**config.mk**
```make
export PLATFORM = sky130hd
export DESIGN_NAME = dmac_engine
export DESIGN_NICKNAME = d
export VERILOG_FILES = /design/src/rtl/dmac_pkg.sv /design/src/rtl/dmac_addr_ctr.sv /design/src/rtl/dmac_byte_ctr.sv /design/src/rtl/dmac_pack.sv /design/src/rtl/dmac_engine.sv
export SDC_FILE = /design/constraint.sdc
export NUM_CORES = 1
export LEC_CHECK = 0
export BUFFER_PORTS_ARGS = -buffer_cell sky130_fd_sc_hd__buf_2
export CAP_MARGIN = 0
export CORE_MARGIN = 1.5
export CORE_UTILIZATION = 50
export CTS_CLUSTER_SIZE = 30
export DETAILED_ROUTE_END_ITERATION = 7
export MAX_ROUTING_LAYER = met4
export PLACE_DENSITY_LB_ADDON = 0.2
export SLEW_MARGIN = 20
export SYNTH_ARGS = -nofsm -noshare
export SYNTH_HDL_FRONTEND = slang
export SYNTH_SLANG_ARGS = --single-unit
```
**constraint.sdc**
```tcl
create_clock -name clk -period 9.9 [get_ports clk]
set_clock_uncertainty 0.15 [all_clocks]
set_input_delay 0.99 -clock clk [delete_from_list [all_inputs] [get_ports clk]]
set_output_delay 0.99 -clock clk [all_outputs]
set_load 0.01 [all_outputs]
```
**src/rtl/dmac_pkg.sv**
```systemverilog
package dmac_pkg;

   // Largest burst in bytes and the width needed to express it
   localparam int BURST_BIG = 32;
   localparam int LEN_W     = $clog2(BURST_BIG) + 1;

   // Control word bit positions (software-visible layout)
   localparam int B_REV_LO  = 28;
   localparam int B_TCMASK  = 23;
   localparam int B_BURST   = 18;
   localparam int B_TC      = 14;
   localparam int B_EN      = 9;
   localparam int B_DIR     = 8;
   localparam int B_RST     = 7;
   localparam int B_DRAIN   = 6;   // write: drain command; read: slave error
   localparam int B_FLUSH   = 5;
   localparam int B_IE      = 4;
   localparam int B_DRN_LO  = 2;
   localparam int B_EP      = 1;
   localparam int B_IP      = 0;

   typedef enum logic [1:0] {
      BURST_16   = 2'b00,
      BURST_32   = 2'b01,
      BURST_NONE = 2'b10,
      BURST_RSV  = 2'b11
   } burst_e;

   typedef enum logic [1:0] {
      REG_CSR   = 2'd0,
      REG_ADDR  = 2'd1,
      REG_COUNT = 2'd2,
      REG_DIAG  = 2'd3
   } reg_e;

   function automatic logic [LEN_W-1:0] burst_bytes(burst_e b);
      case (b)
         BURST_16: return LEN_W'(16);
         BURST_32: return LEN_W'(32);
         default:  return LEN_W'(1);
      endcase
   endfunction

endpackage

```
**src/rtl/dmac_addr_ctr.sv**
```systemverilog
module dmac_addr_ctr #(
   parameter int ADDR_W = 32,
   parameter int INC_W  = 24,
   parameter int STEP_W = 6
) (
   input  logic              clk,
   input  logic              rst_n,
   input  logic              ld,
   input  logic [ADDR_W-1:0] ld_val,
   input  logic              adv,
   input  logic [STEP_W-1:0] step,
   output logic [ADDR_W-1:0] addr
);

   generate
      if (INC_W >= ADDR_W) begin : g_full
         always_ff @(posedge clk or negedge rst_n) begin
            if (!rst_n)   addr <= '0;
            else if (ld)  addr <= ld_val;
            else if (adv) addr <= addr + ADDR_W'(step);
         end
      end else begin : g_split
         logic [ADDR_W-INC_W-1:0] hi_q;
         logic [INC_W-1:0]        lo_q;
         always_ff @(posedge clk or negedge rst_n) begin
            if (!rst_n) begin
               hi_q <= '0;
               lo_q <= '0;
            end else if (ld) begin
               hi_q <= ld_val[ADDR_W-1:INC_W];
               lo_q <= ld_val[INC_W-1:0];
            end else if (adv) begin
               lo_q <= lo_q + INC_W'(step);
            end
         end
         assign addr = {hi_q, lo_q};
      end
   endgenerate

endmodule

```
**src/rtl/dmac_byte_ctr.sv**
```systemverilog
module dmac_byte_ctr #(
   parameter int CNT_W  = 24,
   parameter int STEP_W = 6
) (
   input  logic             clk,
   input  logic             rst_n,
   input  logic             ld,
   input  logic [CNT_W-1:0] ld_val,
   input  logic             dec,
   input  logic [STEP_W-1:0] step,
   input  logic             clr_tc,
   output logic [CNT_W-1:0] count,
   output logic             tc
);

   logic [CNT_W-1:0] step_ext;
   logic [CNT_W-1:0] count_nxt;
   logic             hits_zero;

   always_comb begin
      step_ext  = CNT_W'(step);
      count_nxt = (step_ext >= count) ? '0 : count - step_ext;
      hits_zero = dec && (count != '0) && (count_nxt == '0);
   end

   always_ff @(posedge clk or negedge rst_n) begin
      if (!rst_n)   count <= '0;
      else if (ld)  count <= ld_val;
      else if (dec) count <= count_nxt;
   end

   always_ff @(posedge clk or negedge rst_n) begin
      if (!rst_n)         tc <= 1'b0;
      else if (clr_tc)    tc <= 1'b0;
      else if (hits_zero) tc <= 1'b1;
   end

endmodule

```
**src/rtl/dmac_pack.sv**
```systemverilog
module dmac_pack #(
   parameter int PC_W = 2
) (
   input  logic            clk,
   input  logic            rst_n,
   input  logic            clr,
   input  logic            push,
   input  logic            drain,
   input  logic            take,
   output logic [PC_W-1:0] drain_cnt
);

   logic [PC_W-1:0] pack_q;
   logic            start;

   assign start = drain && (pack_q != '0) && (drain_cnt == '0);

   always_ff @(posedge clk or negedge rst_n) begin
      if (!rst_n) begin
         pack_q    <= '0;
         drain_cnt <= '0;
      end else if (clr) begin
         pack_q    <= '0;
         drain_cnt <= '0;
      end else begin
         if (start) begin
            drain_cnt <= pack_q;
            pack_q    <= PC_W'(push);
         end else begin
            pack_q <= pack_q + PC_W'(push);
            if (take && drain_cnt != '0) drain_cnt <= drain_cnt - 1'b1;
         end
      end
   end

endmodule

```
**src/rtl/dmac_engine.sv**
```systemverilog
module dmac_engine
   import dmac_pkg::*;
#(
   parameter int         DATA_W = 32,
   parameter int         ADDR_W = 32,
   parameter int         INC_W  = 24,
   parameter int         CNT_W  = 24,
   parameter logic [3:0] REV    = 4'hA
) (
   input  logic              clk,
   input  logic              rst_n,
   input  logic [1:0]        bus_sel,
   input  logic              bus_wr,
   input  logic [DATA_W-1:0] bus_wdata,
   output logic [DATA_W-1:0] bus_rdata,
   input  logic              dev_push,
   input  logic              dev_irq,
   output logic              mem_req,
   output logic [ADDR_W-1:0] mem_addr,
   output logic [LEN_W-1:0]  mem_len,
   output logic              mem_wr,
   input  logic              mem_ack,
   input  logic              mem_err,
   output logic              irq
);

   localparam int PC_W = 2;

   // Elaboration-time parameter checks
   generate
      if (DATA_W != 32) begin : g_bad_data_w
         $error("dmac_engine: control word layout needs DATA_W == 32");
      end
      if (ADDR_W > DATA_W) begin : g_bad_addr_w
         $error("dmac_engine: ADDR_W must not exceed DATA_W");
      end
      if (INC_W < LEN_W || INC_W > ADDR_W) begin : g_bad_inc_w
         $error("dmac_engine: INC_W out of range");
      end
      if (CNT_W < LEN_W || CNT_W > DATA_W) begin : g_bad_cnt_w
         $error("dmac_engine: CNT_W out of range");
      end
   endgenerate

   // Control fields
   logic   ctl_tcmask_q, ctl_en_q, ctl_dir_q, ctl_rst_q, ctl_ie_q;
   burst_e ctl_burst_q;
   logic   ep_q;

   logic              wr_csr, wr_addr, wr_cnt;
   logic              flush_stb, drain_stb, clr_state;
   logic              draining, drain_go, xfer_go, moved;
   logic [CNT_W-1:0]  count;
   logic              tc_w;
   logic [PC_W-1:0]   drain_cnt;
   logic [LEN_W-1:0]  bb;
   logic              ip_w;

   assign wr_csr  = bus_wr && (bus_sel == 2'(REG_CSR));
   assign wr_addr = bus_wr && (bus_sel == 2'(REG_ADDR));
   assign wr_cnt  = bus_wr && (bus_sel == 2'(REG_COUNT));

   assign flush_stb = wr_csr && bus_wdata[B_FLUSH];
   assign drain_stb = wr_csr && bus_wdata[B_DRAIN] && !ctl_rst_q;
   assign clr_state = ctl_rst_q || flush_stb;

   always_ff @(posedge clk or negedge rst_n) begin
      if (!rst_n) begin
         ctl_tcmask_q <= 1'b0;
         ctl_burst_q  <= BURST_16;
         ctl_en_q     <= 1'b0;
         ctl_dir_q    <= 1'b0;
         ctl_rst_q    <= 1'b0;
         ctl_ie_q     <= 1'b0;
      end else if (wr_csr) begin
         ctl_tcmask_q <= bus_wdata[B_TCMASK];
         ctl_burst_q  <= burst_e'(bus_wdata[B_BURST+1:B_BURST]);
         ctl_en_q     <= bus_wdata[B_EN];
         ctl_dir_q    <= bus_wdata[B_DIR];
         ctl_rst_q    <= bus_wdata[B_RST];
         ctl_ie_q     <= bus_wdata[B_IE];
      end
   end

   // Slave error / error pending: stops the channel until cleared
   always_ff @(posedge clk or negedge rst_n) begin
      if (!rst_n)                  ep_q <= 1'b0;
      else if (clr_state)          ep_q <= 1'b0;
      else if (mem_req && mem_err) ep_q <= 1'b1;
   end

   // Request generation
   always_comb begin
      draining = (drain_cnt != '0);
      drain_go = draining && !ctl_rst_q && !ep_q;
      xfer_go  = ctl_en_q && !ctl_rst_q && !ep_q && !draining && (count != '0);
      mem_req  = drain_go || xfer_go;
      bb       = burst_bytes(ctl_burst_q);
      if (drain_go)                  mem_len = LEN_W'(1);
      else if (count < CNT_W'(bb))   mem_len = LEN_W'(count);
      else                           mem_len = bb;
      moved    = mem_req && mem_ack && !mem_err;
   end

   assign mem_wr = ctl_dir_q;

   dmac_addr_ctr #(
      .ADDR_W (ADDR_W),
      .INC_W  (INC_W),
      .STEP_W (LEN_W)
   ) u_addr (
      .clk    (clk),
      .rst_n  (rst_n),
      .ld     (wr_addr),
      .ld_val (bus_wdata[ADDR_W-1:0]),
      .adv    (moved),
      .step   (mem_len),
      .addr   (mem_addr)
   );

   dmac_byte_ctr #(
      .CNT_W  (CNT_W),
      .STEP_W (LEN_W)
   ) u_count (
      .clk    (clk),
      .rst_n  (rst_n),
      .ld     (wr_cnt),
      .ld_val (bus_wdata[CNT_W-1:0]),
      .dec    (moved),
      .step   (mem_len),
      .clr_tc (clr_state),
      .count  (count),
      .tc     (tc_w)
   );

   dmac_pack #(
      .PC_W (PC_W)
   ) u_pack (
      .clk       (clk),
      .rst_n     (rst_n),
      .clr       (clr_state),
      .push      (dev_push && ctl_en_q && ctl_dir_q && !ctl_rst_q),
      .drain     (drain_stb),
      .take      (moved && drain_go),
      .drain_cnt (drain_cnt)
   );

   // Flags and interrupt
   assign ip_w = dev_irq || (tc_w && !ctl_tcmask_q);
   assign irq  = ctl_ie_q && (ip_w || ep_q);

   // Register read mux
   always_comb begin
      bus_rdata = '0;
      case (reg_e'(bus_sel))
         REG_CSR: begin
            bus_rdata[B_REV_LO+3:B_REV_LO]   = REV;
            bus_rdata[B_TCMASK]              = ctl_tcmask_q;
            bus_rdata[B_BURST+1:B_BURST]     = ctl_burst_q;
            bus_rdata[B_TC]                  = tc_w;
            bus_rdata[B_EN]                  = ctl_en_q;
            bus_rdata[B_DIR]                 = ctl_dir_q;
            bus_rdata[B_RST]                 = ctl_rst_q;
            bus_rdata[B_DRAIN]               = ep_q;
            bus_rdata[B_IE]                  = ctl_ie_q;
            bus_rdata[B_DRN_LO+1:B_DRN_LO]   = drain_cnt;
            bus_rdata[B_EP]                  = ep_q;
            bus_rdata[B_IP]                  = ip_w;
         end
         REG_ADDR:  bus_rdata[ADDR_W-1:0] = mem_addr;
         REG_COUNT: bus_rdata[CNT_W-1:0]  = count;
         default:   bus_rdata = '0;
      endcase
   end

endmodule

```
==> impl.org <==
** GRT
- Met3 routing resource usage after global routing :: 6.98%
- The first global-routing pass estimated 24600 um of wire.
- Via count of the first global-routing pass :: 4651
- GRT Total Usage :: 32.0%
- For this run the aggregate overflow at the end of global routing stands at 0.
- Entering global routing, the biggest net connects 70 pins.
- The number of antenna violations at the first check in global routing was 0.
- After global routing, the most crowded layer is met2.
- Met2 demand-to-capacity share in global routing :: 46.8%
- Global-route met1 utilization :: 45.0%

** Floorplan
- Effective utilization at floorplan :: 51.2%
- Die Y :: 103 um
- The floorplan has 36 rows.
- Area of the die :: 10500 um^2
- 114 I/O pins were placed.
- The die is 103 um wide.
- Core Region :: 9680 um^2

** Timing
- Setup violations remaining at the end of the flow were counted as 0.
- After routing, the total negative slack on setup checks comes to 0 ns.
- Final clock period utilization by the worst path :: 52.8%
- Across all setup checks in the final design, the least slack found is 4.67 ns.
- The worst path in the final design needs a cycle of 5.23 ns, including I/O delays and setup.
- Number of hold-slack violations in the final timing report :: 0
- Unrepaired setup endpoints after global routing :: false
- The number of max-slew violations in the final report is 0.
- Pin slew with the least headroom to its limit :: 1.06 ns
- The worst pin sits at a relative slew slack of 29.0%.
- Top achievable clock speed :: 0.191 GHz

** Critical path
- Worst Reg2Reg Path Length in Cells :: 14
- The critical path in this run is classified as reg -> reg.
- The worst register-to-register path begins at u_count.count[18].
- Critical Path RT :: 10.06 ns
- Data arrival time of the worst path :: 5.39 ns
- The worst setup path is launched from a flip-flop.
- Worst reg2reg setup slack :: 4.67 ns
- Slowest cell on crit path :: nor3b_1
- Critical path's top delay family :: simple AND/OR/NAND/NOR gates
- Cells traversed along the worst timing path :: or4_1, or3_4, nor3_1, and4b_1, a21oi_1, or2_2, ha_1, a21o_1, a211oi_1, nand4bb_1, nor3b_1, nand3_1, or4_1, nand3_1
- The endpoint identified for the worst register-to-register timing path is u_count.count[23].
- CP Capture Type :: flip-flop
- The largest single stage delay on the critical path is 0.67 ns.
- Worst path buffer plus inverter count :: 0
- Crit Path Max Fanout :: 6

** Routing
- Using the TritonRoute via totals, the vias-per-cell ratio works out to 6.02.
- After the first detailed-routing iteration, the DRC count stood at 451.
- Wire length per cell :: 19.2 um
- Number of vias after detailed routing :: 4963
- The final layout contains routed wiring with a total length of 15800 um.
- Number of iterations in the first detailed-routing pass :: 8
- After detailed routing, the number of remaining DRC violations is 6.
- Number of antenna-violating nets in the routed design :: 0

** Cells and area
- Final layout net count :: 752
- Post-synthesis to final-layout area growth :: 15.8%
- Fill cell total of the finished layout :: 891
- Share of layout cells above drive strength 1 :: 23.1%
- Ant. Diodes :: 0

** Clock tree
- Clock insertion delay at the later pin of the skew report :: 0.38 ns
- TritonCTS built the clock tree.
- H-Tree Level Count :: 3
- After clock tree synthesis, the flow added hold-fix buffers numbering 0.
- The number of gates resized after CTS was 0.
- Number of setup buffers added after CTS :: 0
- Counting every sink on the clock net gives 69.
- Num CTS Buffers :: 9
- In this run the deepest clock path goes through 2 buffers.
- The root buffer cell chosen for the clock tree is clkbuf_8.
- Clock transition at path regs :: 0.09 ns

** Min path
- Min-Delay Startpoint :: u_addr.g_split.hi_q[4]
- Worst min path class :: reg -> reg
- Along the worst hold path, the cell count comes to 1.
- Worst-case hold path end point :: u_addr.g_split.hi_q[4]

** Placement
- The congestion estimate from routability-driven global placement came to 0.955.
- OpenSTA, run right after detailed placement, puts the worst setup slack at 4.74 ns.
- The wire-length estimate of the detail-placed layout is 11600 um.
- Port buffering added 113 buffers.

** Yosys
- Number of flops mapped to enable cells by yosys :: 0
- Cells after synthesis :: 593
- Number of warnings printed during yosys synthesis :: 0
- Share of synthesized registers carrying an async set or reset :: 100%
- Synth Net Count :: 658
- Of the synthesized area, sequential elements account for 34.8%.
- The netlist uses 55 different library cells.
- Post-synth design cell area :: 4950 um^2
- The most used flip-flop cell after synthesis is dfrtp_1.
- In this run, synthesis produced a sequential element count of 69.
- Post-synthesis average cell area :: 8.36 um^2

** Run
- The tool flagged a number of max-cap violations equal to 0.

** Power and ir drop
- Total Power Consumption :: 1.07 mW
- VDD sags by at most 0.000146 V.
- Power spread over the standard cell area amounts to 186 nW/um^2.
- In this run the static leakage power is 2.52 nW.

** Run status
- Violated checks :: design-rule violations
- Status :: finished, violations left
-- how the worst max path moves through the flow --
stage,end,cells past startpoint,startpoint
after global placement,u_count.count[7],14,u_count.count[18]
after floorplan,u_count.count[23],15,u_count.count[18]
final,u_count.count[23],14,u_count.count[18]
after global routing,u_count.count[23],14,u_count.count[18]
after CTS,u_count.count[23],14,u_count.count[18]
after detailed placement,u_count.count[23],14,u_count.count[18]
-- worst reg2reg max path, stage by stage, from the launching register on --
cell	delay (ns)
dfrtp_1	0.43
or4_1	0.55
or3_4	0.36
nor3_1	0.23
and4b_1	0.34
a21oi_1	0.10
or2_2	0.30
ha_1	0.38
a21o_1	0.23
a211oi_1	0.37
nand4bb_1	0.28
nor3b_1	0.67
nand3_1	0.19
or4_1	0.49
nand3_1	0.09
-- cell families after synthesis --
kind of cell             after synthesis  share of synthesized area (%)
AND/OR/NAND/NOR                      253                           25.5
AO/OA/AOI/OAI                        141                           18.9
flip-flops                            69                           34.8
buffers and inverters                 58                           5.08
XOR/XNOR                              30                           5.30
adder cells (fa/ha/maj)               24                           6.36
multiplexers                          18                           4.04
-- routing by layer --
metal  part of all wire, %  vias to the layer above
met5                     0                        -
met4                   1.5                        0
met3                   8.0                       20
met2                    45                      228
met1                    45                     2401
li1                      -                     2314
-- state kept, by name (all words and copies together) (netlist names), 2 cells and up --
signal               cells
u_pack.drain_cnt         2
u_addr.g_split.lo_q     24
u_addr.g_split.hi_q      8
u_count.count           24
u_pack.pack_q            2
ctl_burst_q              2
-- Yosys cell counts, types with 2 or more instances --
cell type,count,area [um^2]
a211oi_1,2,15.0
a21o_1,6,45.0
a21oi_1,47,235
a222oi_1,13,130
a22oi_1,13,97.6
a31oi_1,11,68.8
and2_1,10,62.6
and3_1,2,12.5
and4_1,2,17.5
buf_6,4,45.0
clkbuf_1,29,109
dfrtp_1,69,1730
fa_1,2,40.0
ha_1,22,275
inv_1,24,90.1
mux2_2,16,180
mux2i_1,2,20.0
nand2_1,46,173
nand2b_1,4,25.0
nand3_1,17,85.1
nand3b_1,4,30.0
nand4_1,7,43.8
nor2_1,77,289
nor2b_1,16,100
nor3_1,30,150
nor3b_1,7,52.6
nor4_1,7,43.8
nor4b_1,3,26.3
o211ai_1,5,37.5
o21a_1,5,37.5
o21ai_0,16,80.1
o21ai_1,8,40.0
o311ai_1,3,26.3
or2_2,4,25.0
or3_1,9,56.3
or4_1,4,30.0
xnor2_1,22,193
xor2_1,8,70.1
-- final cells by class --
class                   count  area [um^2]  area share [%]
inverters                  24         90.1            1.57
well taps                 133          166            2.90
multi-input cells         466         2980            51.9
clock buffers               9          124            2.16
flip-flops and latches     69         1730            30.1
clock inverters             7         57.6            1.00
repair buffers            117          596            10.4
-- report_power, final --
| group | internal, mW | switching (mW) |
|---|---|---|
| clock | 0.0942 | 0.130 |
| combinational | 0.183 | 0.231 |
| sequential | 0.338 | 0.0919 |
-- cells in the final DEF (no fill, tap or decap), types with 7 or more instances in the layout --
| master | instances |
|---|---|
| a21oi_1 | 47 |
| a222oi_1 | 13 |
| a22oi_1 | 13 |
| a31oi_1 | 11 |
| and2_1 | 10 |
| buf_2 | 113 |
| clkbuf_8 | 9 |
| dfrtp_1 | 69 |
| ha_1 | 22 |
| inv_1 | 24 |
| mux2_2 | 16 |
| nand2_1 | 45 |
| nand3_1 | 17 |
| nand4_1 | 7 |
| nor2_1 | 77 |
| nor2b_1 | 16 |
| nor3_1 | 30 |
| nor3b_1 | 7 |
| nor4_1 | 7 |
| o21ai_0 | 16 |
| o21ai_1 | 8 |
| or3_1 | 9 |
| xnor2_1 | 22 |
| xor2_1 | 8 |
-- per-stage QoR --
step                utilization, %  hold WS, ns  cell area [um^2]  std cells
floorplan                        -        0.352              4950        593
global placement              57.4        0.352              5560        809
detailed placement            57.4        0.360              5560        809
CTS                           59.3        0.380              5740        825
global route                  59.3        0.409              5740        825
finish                        59.3        0.379              5740        825
Power figures use the tool's default switching activity.
